[src/rtl/iso_rx_pkg.sv]
package iso_rx_pkg;

    typedef enum logic [1:0] {
        DRV_OFF      = 2'd0,
        DRV_BIAS_LOW = 2'd1,
        DRV_DEFAULT  = 2'd2,
        DRV_DATA     = 2'd3
    } drv_mode_e;

    typedef struct packed {
        logic lvl;
        logic conflict;
    } latch_state_t;

    // Priority: missing supply, then low-bias window, then starvation, then data
    function automatic drv_mode_e pick_mode(input logic pwr_ok,
                                            input logic bias_low,
                                            input logic starved);
        drv_mode_e m;
        if (!pwr_ok)       m = DRV_OFF;
        else if (bias_low) m = DRV_BIAS_LOW;
        else if (starved)  m = DRV_DEFAULT;
        else               m = DRV_DATA;
        return m;
    endfunction

    function automatic logic mode_level(input drv_mode_e m,
                                        input logic lvl,
                                        input logic dflt);
        logic r;
        case (m)
            DRV_DATA:    r = lvl;
            DRV_DEFAULT: r = dflt;
            default:     r = 1'b0;
        endcase
        return r;
    endfunction

endpackage

[src/rtl/rx_latch.sv]
module rx_latch
    import iso_rx_pkg::*;
(
    input  logic         clk,
    input  logic         rst,
    input  logic         set_i,
    input  logic         clr_i,
    output latch_state_t st_o
);
    latch_state_t st_q;

    always_ff @(posedge clk) begin
        if (rst) begin
            st_q <= '0;
        end else begin
            if (set_i && clr_i)      st_q.conflict <= 1'b1;
            if (set_i && !clr_i)     st_q.lvl      <= 1'b1;
            else if (clr_i && !set_i) st_q.lvl     <= 1'b0;
        end
    end

    assign st_o = st_q;

    assert_set_R1: assert property (@(posedge clk) disable iff (rst)
        (set_i && !clr_i) |=> st_q.lvl);
    assert_clr_R2: assert property (@(posedge clk) disable iff (rst)
        (clr_i && !set_i) |=> !st_q.lvl);
    assert_idle_hold_R2: assert property (@(posedge clk) disable iff (rst)
        (!set_i && !clr_i) |=> $stable(st_q.lvl));
    assert_both_hold_R3: assert property (@(posedge clk) disable iff (rst)
        (set_i && clr_i) |=> ($stable(st_q.lvl) && st_q.conflict));
    assert_sticky_R3: assert property (@(posedge clk) disable iff (rst)
        st_q.conflict |=> st_q.conflict);
endmodule

[src/rtl/rx_watchdog.sv]
module rx_watchdog #(
    parameter int TIMEOUT_CYC = 500
) (
    input  logic clk,
    input  logic rst,
    input  logic pulse_i,
    output logic starved_o
);
    localparam int CW = $clog2(TIMEOUT_CYC + 1);
    localparam logic [CW-1:0] LIMIT = CW'(TIMEOUT_CYC);

    logic [CW-1:0] idle_q;

    always_ff @(posedge clk) begin
        if (rst)              idle_q <= LIMIT;
        else if (pulse_i)     idle_q <= '0;
        else if (idle_q != LIMIT) idle_q <= idle_q + 1'b1;
    end

    assign starved_o = (idle_q == LIMIT);

    assert_revive_R7: assert property (@(posedge clk) disable iff (rst)
        pulse_i |=> !starved_o);
    assert_stay_starved_R4: assert property (@(posedge clk) disable iff (rst)
        (starved_o && !pulse_i) |=> starved_o);
    assert_count_up_R4: assert property (@(posedge clk) disable iff (rst)
        (!starved_o && !pulse_i) |=> (idle_q == $past(idle_q) + 1'b1));
endmodule

[src/rtl/rx_drive.sv]
module rx_drive
    import iso_rx_pkg::*;
(
    input  logic pwr_ok,
    input  logic bias_low,
    input  logic starved,
    input  logic lvl,
    input  logic dflt,
    output logic data_o,
    output logic en_o
);
    drv_mode_e mode;

    always_comb begin
        mode   = pick_mode(pwr_ok, bias_low, starved);
        data_o = mode_level(mode, lvl, dflt);
        en_o   = (mode != DRV_OFF);
    end
endmodule

[src/rtl/iso_rx_decoder.sv]
module iso_rx_decoder
    import iso_rx_pkg::*;
#(
    parameter int NCH         = 3,
    parameter int TIMEOUT_CYC = 500
) (
    input  logic           clk,
    input  logic           rst,
    input  logic [NCH-1:0] set_pulse,
    input  logic [NCH-1:0] clr_pulse,
    input  logic           dflt_sel,
    input  logic           out_pwr_ok,
    input  logic           low_bias,
    output logic [NCH-1:0] data_out,
    output logic [NCH-1:0] drive_en,
    output logic [NCH-1:0] pulse_conflict
);
    latch_state_t   st     [NCH];
    logic [NCH-1:0] starved;

    for (genvar i = 0; i < NCH; i++) begin : g_ch
        rx_latch u_latch (
            .clk   (clk),
            .rst   (rst),
            .set_i (set_pulse[i]),
            .clr_i (clr_pulse[i]),
            .st_o  (st[i])
        );

        rx_watchdog #(.TIMEOUT_CYC(TIMEOUT_CYC)) u_wd (
            .clk       (clk),
            .rst       (rst),
            .pulse_i   (set_pulse[i] | clr_pulse[i]),
            .starved_o (starved[i])
        );

        rx_drive u_drv (
            .pwr_ok   (out_pwr_ok),
            .bias_low (low_bias),
            .starved  (starved[i]),
            .lvl      (st[i].lvl),
            .dflt     (dflt_sel),
            .data_o   (data_out[i]),
            .en_o     (drive_en[i])
        );

        assign pulse_conflict[i] = st[i].conflict;

        assert_data_path_R6: assert property (@(posedge clk) disable iff (rst)
            (out_pwr_ok && !low_bias && !starved[i]) |-> (data_out[i] == st[i].lvl));
        assert_default_path_R5: assert property (@(posedge clk) disable iff (rst)
            (out_pwr_ok && !low_bias && starved[i]) |-> (data_out[i] == dflt_sel));
    end

    assert_hiz_quiet_R8: assert property (@(posedge clk) disable iff (rst)
        !out_pwr_ok |-> (drive_en == '0 && data_out == '0));
    assert_bias_low_R9: assert property (@(posedge clk) disable iff (rst)
        (out_pwr_ok && low_bias) |-> (data_out == '0 && drive_en == '1));
endmodule

[config.mk]
export PLATFORM = sky130hd
export DESIGN_NAME = iso_rx_decoder
export DESIGN_NICKNAME = d
export VERILOG_FILES = /design/src/rtl/iso_rx_pkg.sv /design/src/rtl/rx_latch.sv /design/src/rtl/rx_watchdog.sv /design/src/rtl/rx_drive.sv /design/src/rtl/iso_rx_decoder.sv
export SDC_FILE = /design/constraint.sdc
export NUM_CORES = 1
export LEC_CHECK = 0
export BUFFER_PORTS_ARGS = -buffer_cell sky130_fd_sc_hd__buf_2
export CORE_UTILIZATION = 61
export DETAILED_ROUTE_END_ITERATION = 7
export GPL_TIMING_DRIVEN = 1
export PLACE_DENSITY_LB_ADDON = 0.2
export SYNTH_ARGS = -nofsm -noshare
export SYNTH_HDL_FRONTEND = slang
export SYNTH_SLANG_ARGS = --single-unit
export TNS_END_PERCENT = 5
[constraint.sdc]
create_clock -name clk -period 2.1 [get_ports clk]
set_input_delay 0 -clock clk [delete_from_list [all_inputs] [get_ports clk]]
set_output_delay 0 -clock clk [all_outputs]
set_load 0.02 [all_outputs]
=== After elaboration in Yosys (flattened, before gate mapping) ===
Index checks and enable logic that the tools add are counted.
Widths: inputs -> output; s select.

* Word-level logic and storage cells: 81
* Input bits: 11
* Output and inout port bits: 9
* Register bits: 33

* Add/sub/neg operators: 3
* Multiplexer cells: 24
* Equality and inequality tests: 12
* Bitwise operators: 3
* Reduce and logical (&&, ||, !) cells: 27

{| class="wikitable"
|+ Operators by type and width
! operator !! number
|-
| $mux 9 || 6
|-
| $add 9x1->9 const B || 3
|-
| $eq 9x9->1 const B || 3
|-
| $ne 9x9->1 const B || 3
|-
| $reduce_bool 2->1 || 9
|-
| $eq 2x2->1 const B || 6
|-
| $mux 2 || 6
|-
| $logic_and 1x1->1 || 9
|-
| $mux 1 || 9
|-
| $logic_not 1->1 || 6
|-
| $pmux 1 s2 || 3
|-
| $reduce_or 2->1 || 3
|-
| $or 1x1->1 || 3
|}

=== Depth between registers and ports, before layout ===
* Depth in word-level cells: 6
* Depth in mapped cells: 6
* Gate-level depth less buffers: 5

=== Hierarchy ===
From an unflattened synthesis, not the netlist that was laid out.

* Cells, all modules: 216
* Area total of the unflattened synthesis: 1899.3 µm²

{| class="wikitable"
|+ By module, submodules not included
! module !! sequential area each (µm²) !! instances !! cells each !! area each (µm²)
|-
| rx_watchdog || 180.2 || 3 || 59 || 510.5
|-
| rx_latch || 40.0 || 3 || 9 || 90.1
|-
| rx_drive || 0.0 || 3 || 3 || 26.3
|-
| iso_rx_decoder || 0.0 || 1 || 3 || 18.8
|}

=== Worst setup path before layout ===
No wires, ideal clock.

* Path type: register to register
* Start point: reg g_ch[0].u_wd.idle_q[0]
* End point: reg g_ch[0].u_wd.idle_q[3]
* Setup time: 58 ps
* Stages on the path, launching flop included: 6
* Period minus slack after synthesis: 1379 ps
* Slack: 721 ps
* Required time: 2042 ps
* Arrival time: 1322 ps
* Path buffers: 0
* Cells stage by stage: dfxtp_1 inv_1 ha_1 and4b_1 a2111oi_2 a31o_2

* Word-level cells in the longest chain between the ends: 1
* Elaborated cells on any way between the ends: 2
* Those cells by class: add/sub: 1; eq/ne: 1

{| class="wikitable"
|+ RTL lines
! element !! line !! source
|-
| start: declaration || rx_watchdog.sv:12 || <nowiki>logic [CW-1:0] idle_q;</nowiki>
|-
| start signal: assignment || rx_watchdog.sv:17 || <nowiki>else if (idle_q != LIMIT) idle_q <= idle_q + 1'b1;</nowiki>
|-
| $add 9x1->9 or $ne 9x9->1 (tied branches) || rx_watchdog.sv:17 ||
|}

Parallel ways exist; a longest one is shown, timed or not.
A chain may end at the register's enable or synchronous reset.

=== Worst setup path in the final report ===
* Start point: reg g_ch[0].u_wd.idle_q[0]
* End point: out data_out[0]

* Word-level cells in the longest chain between the ends: 6
* Elaborated cells on any way between the ends: 7
* Those cells by class: eq/ne: 3; mux: 4

{| class="wikitable"
|+ RTL lines
! element !! line !! source
|-
| $eq 9x9->1 (*) || rx_watchdog.sv:20 || <nowiki>assign starved_o = (idle_q == LIMIT);</nowiki>
|-
| $mux 1 (*) || iso_rx_pkg.sv:22 || <nowiki>else if (starved) m = DRV_DEFAULT;</nowiki>
|-
| $mux 2 (*) || iso_rx_pkg.sv:21 || <nowiki>else if (bias_low) m = DRV_BIAS_LOW;</nowiki>
|-
| $mux 2 (*) || iso_rx_pkg.sv:20 || <nowiki>if (!pwr_ok) m = DRV_OFF;</nowiki>
|-
| $eq 2x2->1 || iso_rx_pkg.sv:31 || <nowiki>case (m)</nowiki>
|-
| $pmux 1 s2 (*) || iso_rx_pkg.sv:31 ||
|-
| end: declaration || iso_rx_decoder.sv:14 || <nowiki>output logic [NCH-1:0] data_out,</nowiki>
|}

Every way passes the cells marked *; elsewhere a longest branch is shown, timed or not.

==> out/qor.yml <==
pwr:
  vdd_drop_max_mv: 0.650
  fin_total_pwr_mw: 1.36
  leakagePower_nw: 0.895
  intPower_mw: 1.01
  seqPwrFrac: 0.516
  comb_power_share: 0.115
  power_switching_uw: 354
  power.share.clock: 0.369
  p_per_area_nw_per_um2: 675
  sw_frac_of_total: 0.259
sta:
  setup-tns-final_ns: 0
  setup_ws_ns: 0.340
  final.period_utilization: 0.838
  worst_pin_slew_ns: 0.440
  fin_skew_ns: 0.00721
  slew-limit-headroom: 0.707
  setup_violations: 0
  period_minus_slack_ns: 1.76
  hold_violations: 1
  maxSlewViolCount: 0
  rsz0062_at_grt: "no"
  max_freq_ghz: 0.568
  timing.hold.ws_ns: -0.00292
grt:
  grt_pass1_wl_mm: 6.53
  grt-ovfl-total: 0
  grt_pass1_vias: 1520
  antenna_found_initial: 0
  top_usage_layer: "met2"
  grtUsageMet3: 0.0804
  grt_use_met1: 0.318
  grt_max_degree: 29
  gr-usage-met2: 0.414
  grt_use_total: 0.258
critical_path:
  crit_path_start: "g_ch[0].u_wd.idle_q[0]$_SDFFE_PP0N_"
  crit_required_ns: 2.10
  rrSetupSlack_ns: 0.54
  startpoint_type: "register"
  reg2reg_from: "g_ch[1].u_wd.idle_q[1]$_SDFFE_PP0N_"
  path_max_fanout: 5
  path_class: "reg2out"
  crit_arrival_ns: 1.76
  r2r_cells: 4
  end_kind: "primary output"
clocking:
  clock-root-buffer: "clkbuf_4"
  cts_buffer_depth: 2
  path_clk_slew_ns: 0.10
  clk_latency_ns: 0.34
  cts_buffers: 5
  clock-sinks: 33
  hold_buffers: 0
  htree_levels: 2
  cts_tree: "yes"
  cts_setup_buffers: 0
  cts_resized: 0
run_status:
  violations: "DRC, hold timing"
  status: "finished, violations left"
yosys:
  synth_area_leaders: "dfxtp_1, ha_1, a21oi_1"
  synth_top_family_by_area: "simple AND/OR/NAND/NOR gates"
  synthCells: 219
  synth.distinct_cells: 31
  syn_avg_cell_area_sq_um: 8.66
  synth_compound_area_frac: 0.160
  synth_top_area_frac: 0.349
  synth_area_sq_um: 1900
  async_reset_ff_frac: 0
  syn_nets: 245
  ys_seq_area_frac: 0.349
  ys.flop_type: "dfxtp_1"
  synth_mux_area_frac: 0.0158
  synth_fa_ha_area_frac: 0.0990
  synth_edf_count: 0
  yosys.area.top_type: "dfxtp_1"
  ys_ff_latch: 33
  yosys.area_share.simple: 0.284
  synthXorXnorAreaFrac: 0.0139
  ys_warn_count: 0
flow_run:
  cap_viol_max_count: 0
floorplanning:
  core-area_sq_um: 2850
  die_h_um: 57.7
  boundaryPins: 20
  row_count: 19
  die_x_um: 57.7
  die_area_sq_um: 3330
  start_util: 0.664
cells_and_area:
  n_antenna_cell: 0
  final_cell_mix: "dfxtp_1, buf_2, a21oi_1"
  n_fill_cell: 218
  area_delta_synth_final_pct: 6.60
  final_common_cell: "dfxtp_1"
  drive_gt1_frac: 0.144
  nets: 254
placement:
  routabilityCongestion: 0.971
  dp_hpwl_mm: 2.68
  port_buffers: 19
  pre_cts_ws_ns: 0.591
route:
  initialDrtViolationCount: 132
  wl_per_cell_um: 14.6
  routed_wl_mm: 3.79
  drc: 4
  drt_first_pass_iters: 6
  vias: 1635
  postRouteAntennaNets: 0
  via_per_inst: 6.29
worst_hold_path:
  hp-class: "in2reg"
  min_from: "clr_pulse[2]"
  whs_path_depth: 4
==> through the flow <==
stage | utilization | hold slack [ns] | instances | cell area [sq um]
after detailed placement | 0.679 | 0.257 | 252 | 1940
after floorplan | - | 0.104 | 219 | 1900
after CTS | 0.708 | 0.00220 | 260 | 2020
after global placement | 0.679 | 0.256 | 252 | 1940
final | 0.708 | -0.00292 | 260 | 2020
after global routing | 0.708 | 0.00721 | 260 | 2020
==> Yosys cell counts, types with 4 or more instances <==
cell type,instances
clkbuf_1,7
buf_4,7
and4b_1,5
o211a_1,6
nand3_1,15
or3_1,12
dfxtp_1,33
nor2_1,10
nor4_1,6
nor3_1,6
inv_1,15
ha_1,15
a21oi_1,17
nand2b_1,4
and4_1,5
nand2_1,14
o21ai_0,9
==> logic make-up (layout without fill, tap and decap cells) <==
logic type      after synthesis  in the layout
mux                           3              3
flops                        33             33
buf+inv                      32             42
xor+xnor                      3              3
compound gates               45             45
simple gates                 88             88
fa+ha+maj                    15             15
==> power by group through the flow <==
stage	sequential, mW	clock, mW	combinational, mW
2_1_floorplan	0.706	0	0.125
3_3_place_gp	0.714	0	0.149
3_5_place_dp	0.717	0	0.157
4_1_cts	0.703	0.514	0.159
5_1_grt	0.711	0.551	0.177
6_report	0.704	0.503	0.158
==> registers in the layout (all words and copies together), names as in the netlist <==
signal             cells
g_ch.u_latch.st_o      6
g_ch.u_wd.idle_q      27
==> final timing paths <==
path                                          end
max reg2reg   g_ch[1].u_wd.idle_q[6]$_SDFFE_PP1P_
min          g_ch[2].u_latch.st_o[0]$_SDFFE_PP0P_
max                                   data_out[0]
min reg2reg  g_ch[2].u_latch.st_o[0]$_SDFFE_PP0P_
==> layout make-up <==
| cell class | instances | area (sq um) | area share |
|---|---|---|---|
| Clock buffer | 7 | 55.1 | 0.0272 |
| Clock inverter | 1 | 30.0 | 0.0149 |
| Inverter | 15 | 56.3 | 0.0279 |
| Multi-Input combinational cell | 154 | 1080 | 0.537 |
| Sequential cell | 33 | 661 | 0.327 |
| Tap cell | 31 | 38.8 | 0.0192 |
| Timing Repair Buffer | 19 | 95.1 | 0.0471 |
==> worst max-delay path: stages, from the launching register on <==
cell	delay (ns)
dfxtp_1	0.35
inv_1	0.09
ha_1	0.17
and4b_1	0.34
nand3_1	0.11
a21oi_1	0.17
buf_2	0.19
==> routing by layer <==
metal | up-vias | share of wire
li1 | 815 | -
met1 | 759 | 0.46
met2 | 52 | 0.47
met3 | 9 | 0.054
met4 | 0 | 0.021
met5 | - | 0
Power figures use the tool's default switching activity.
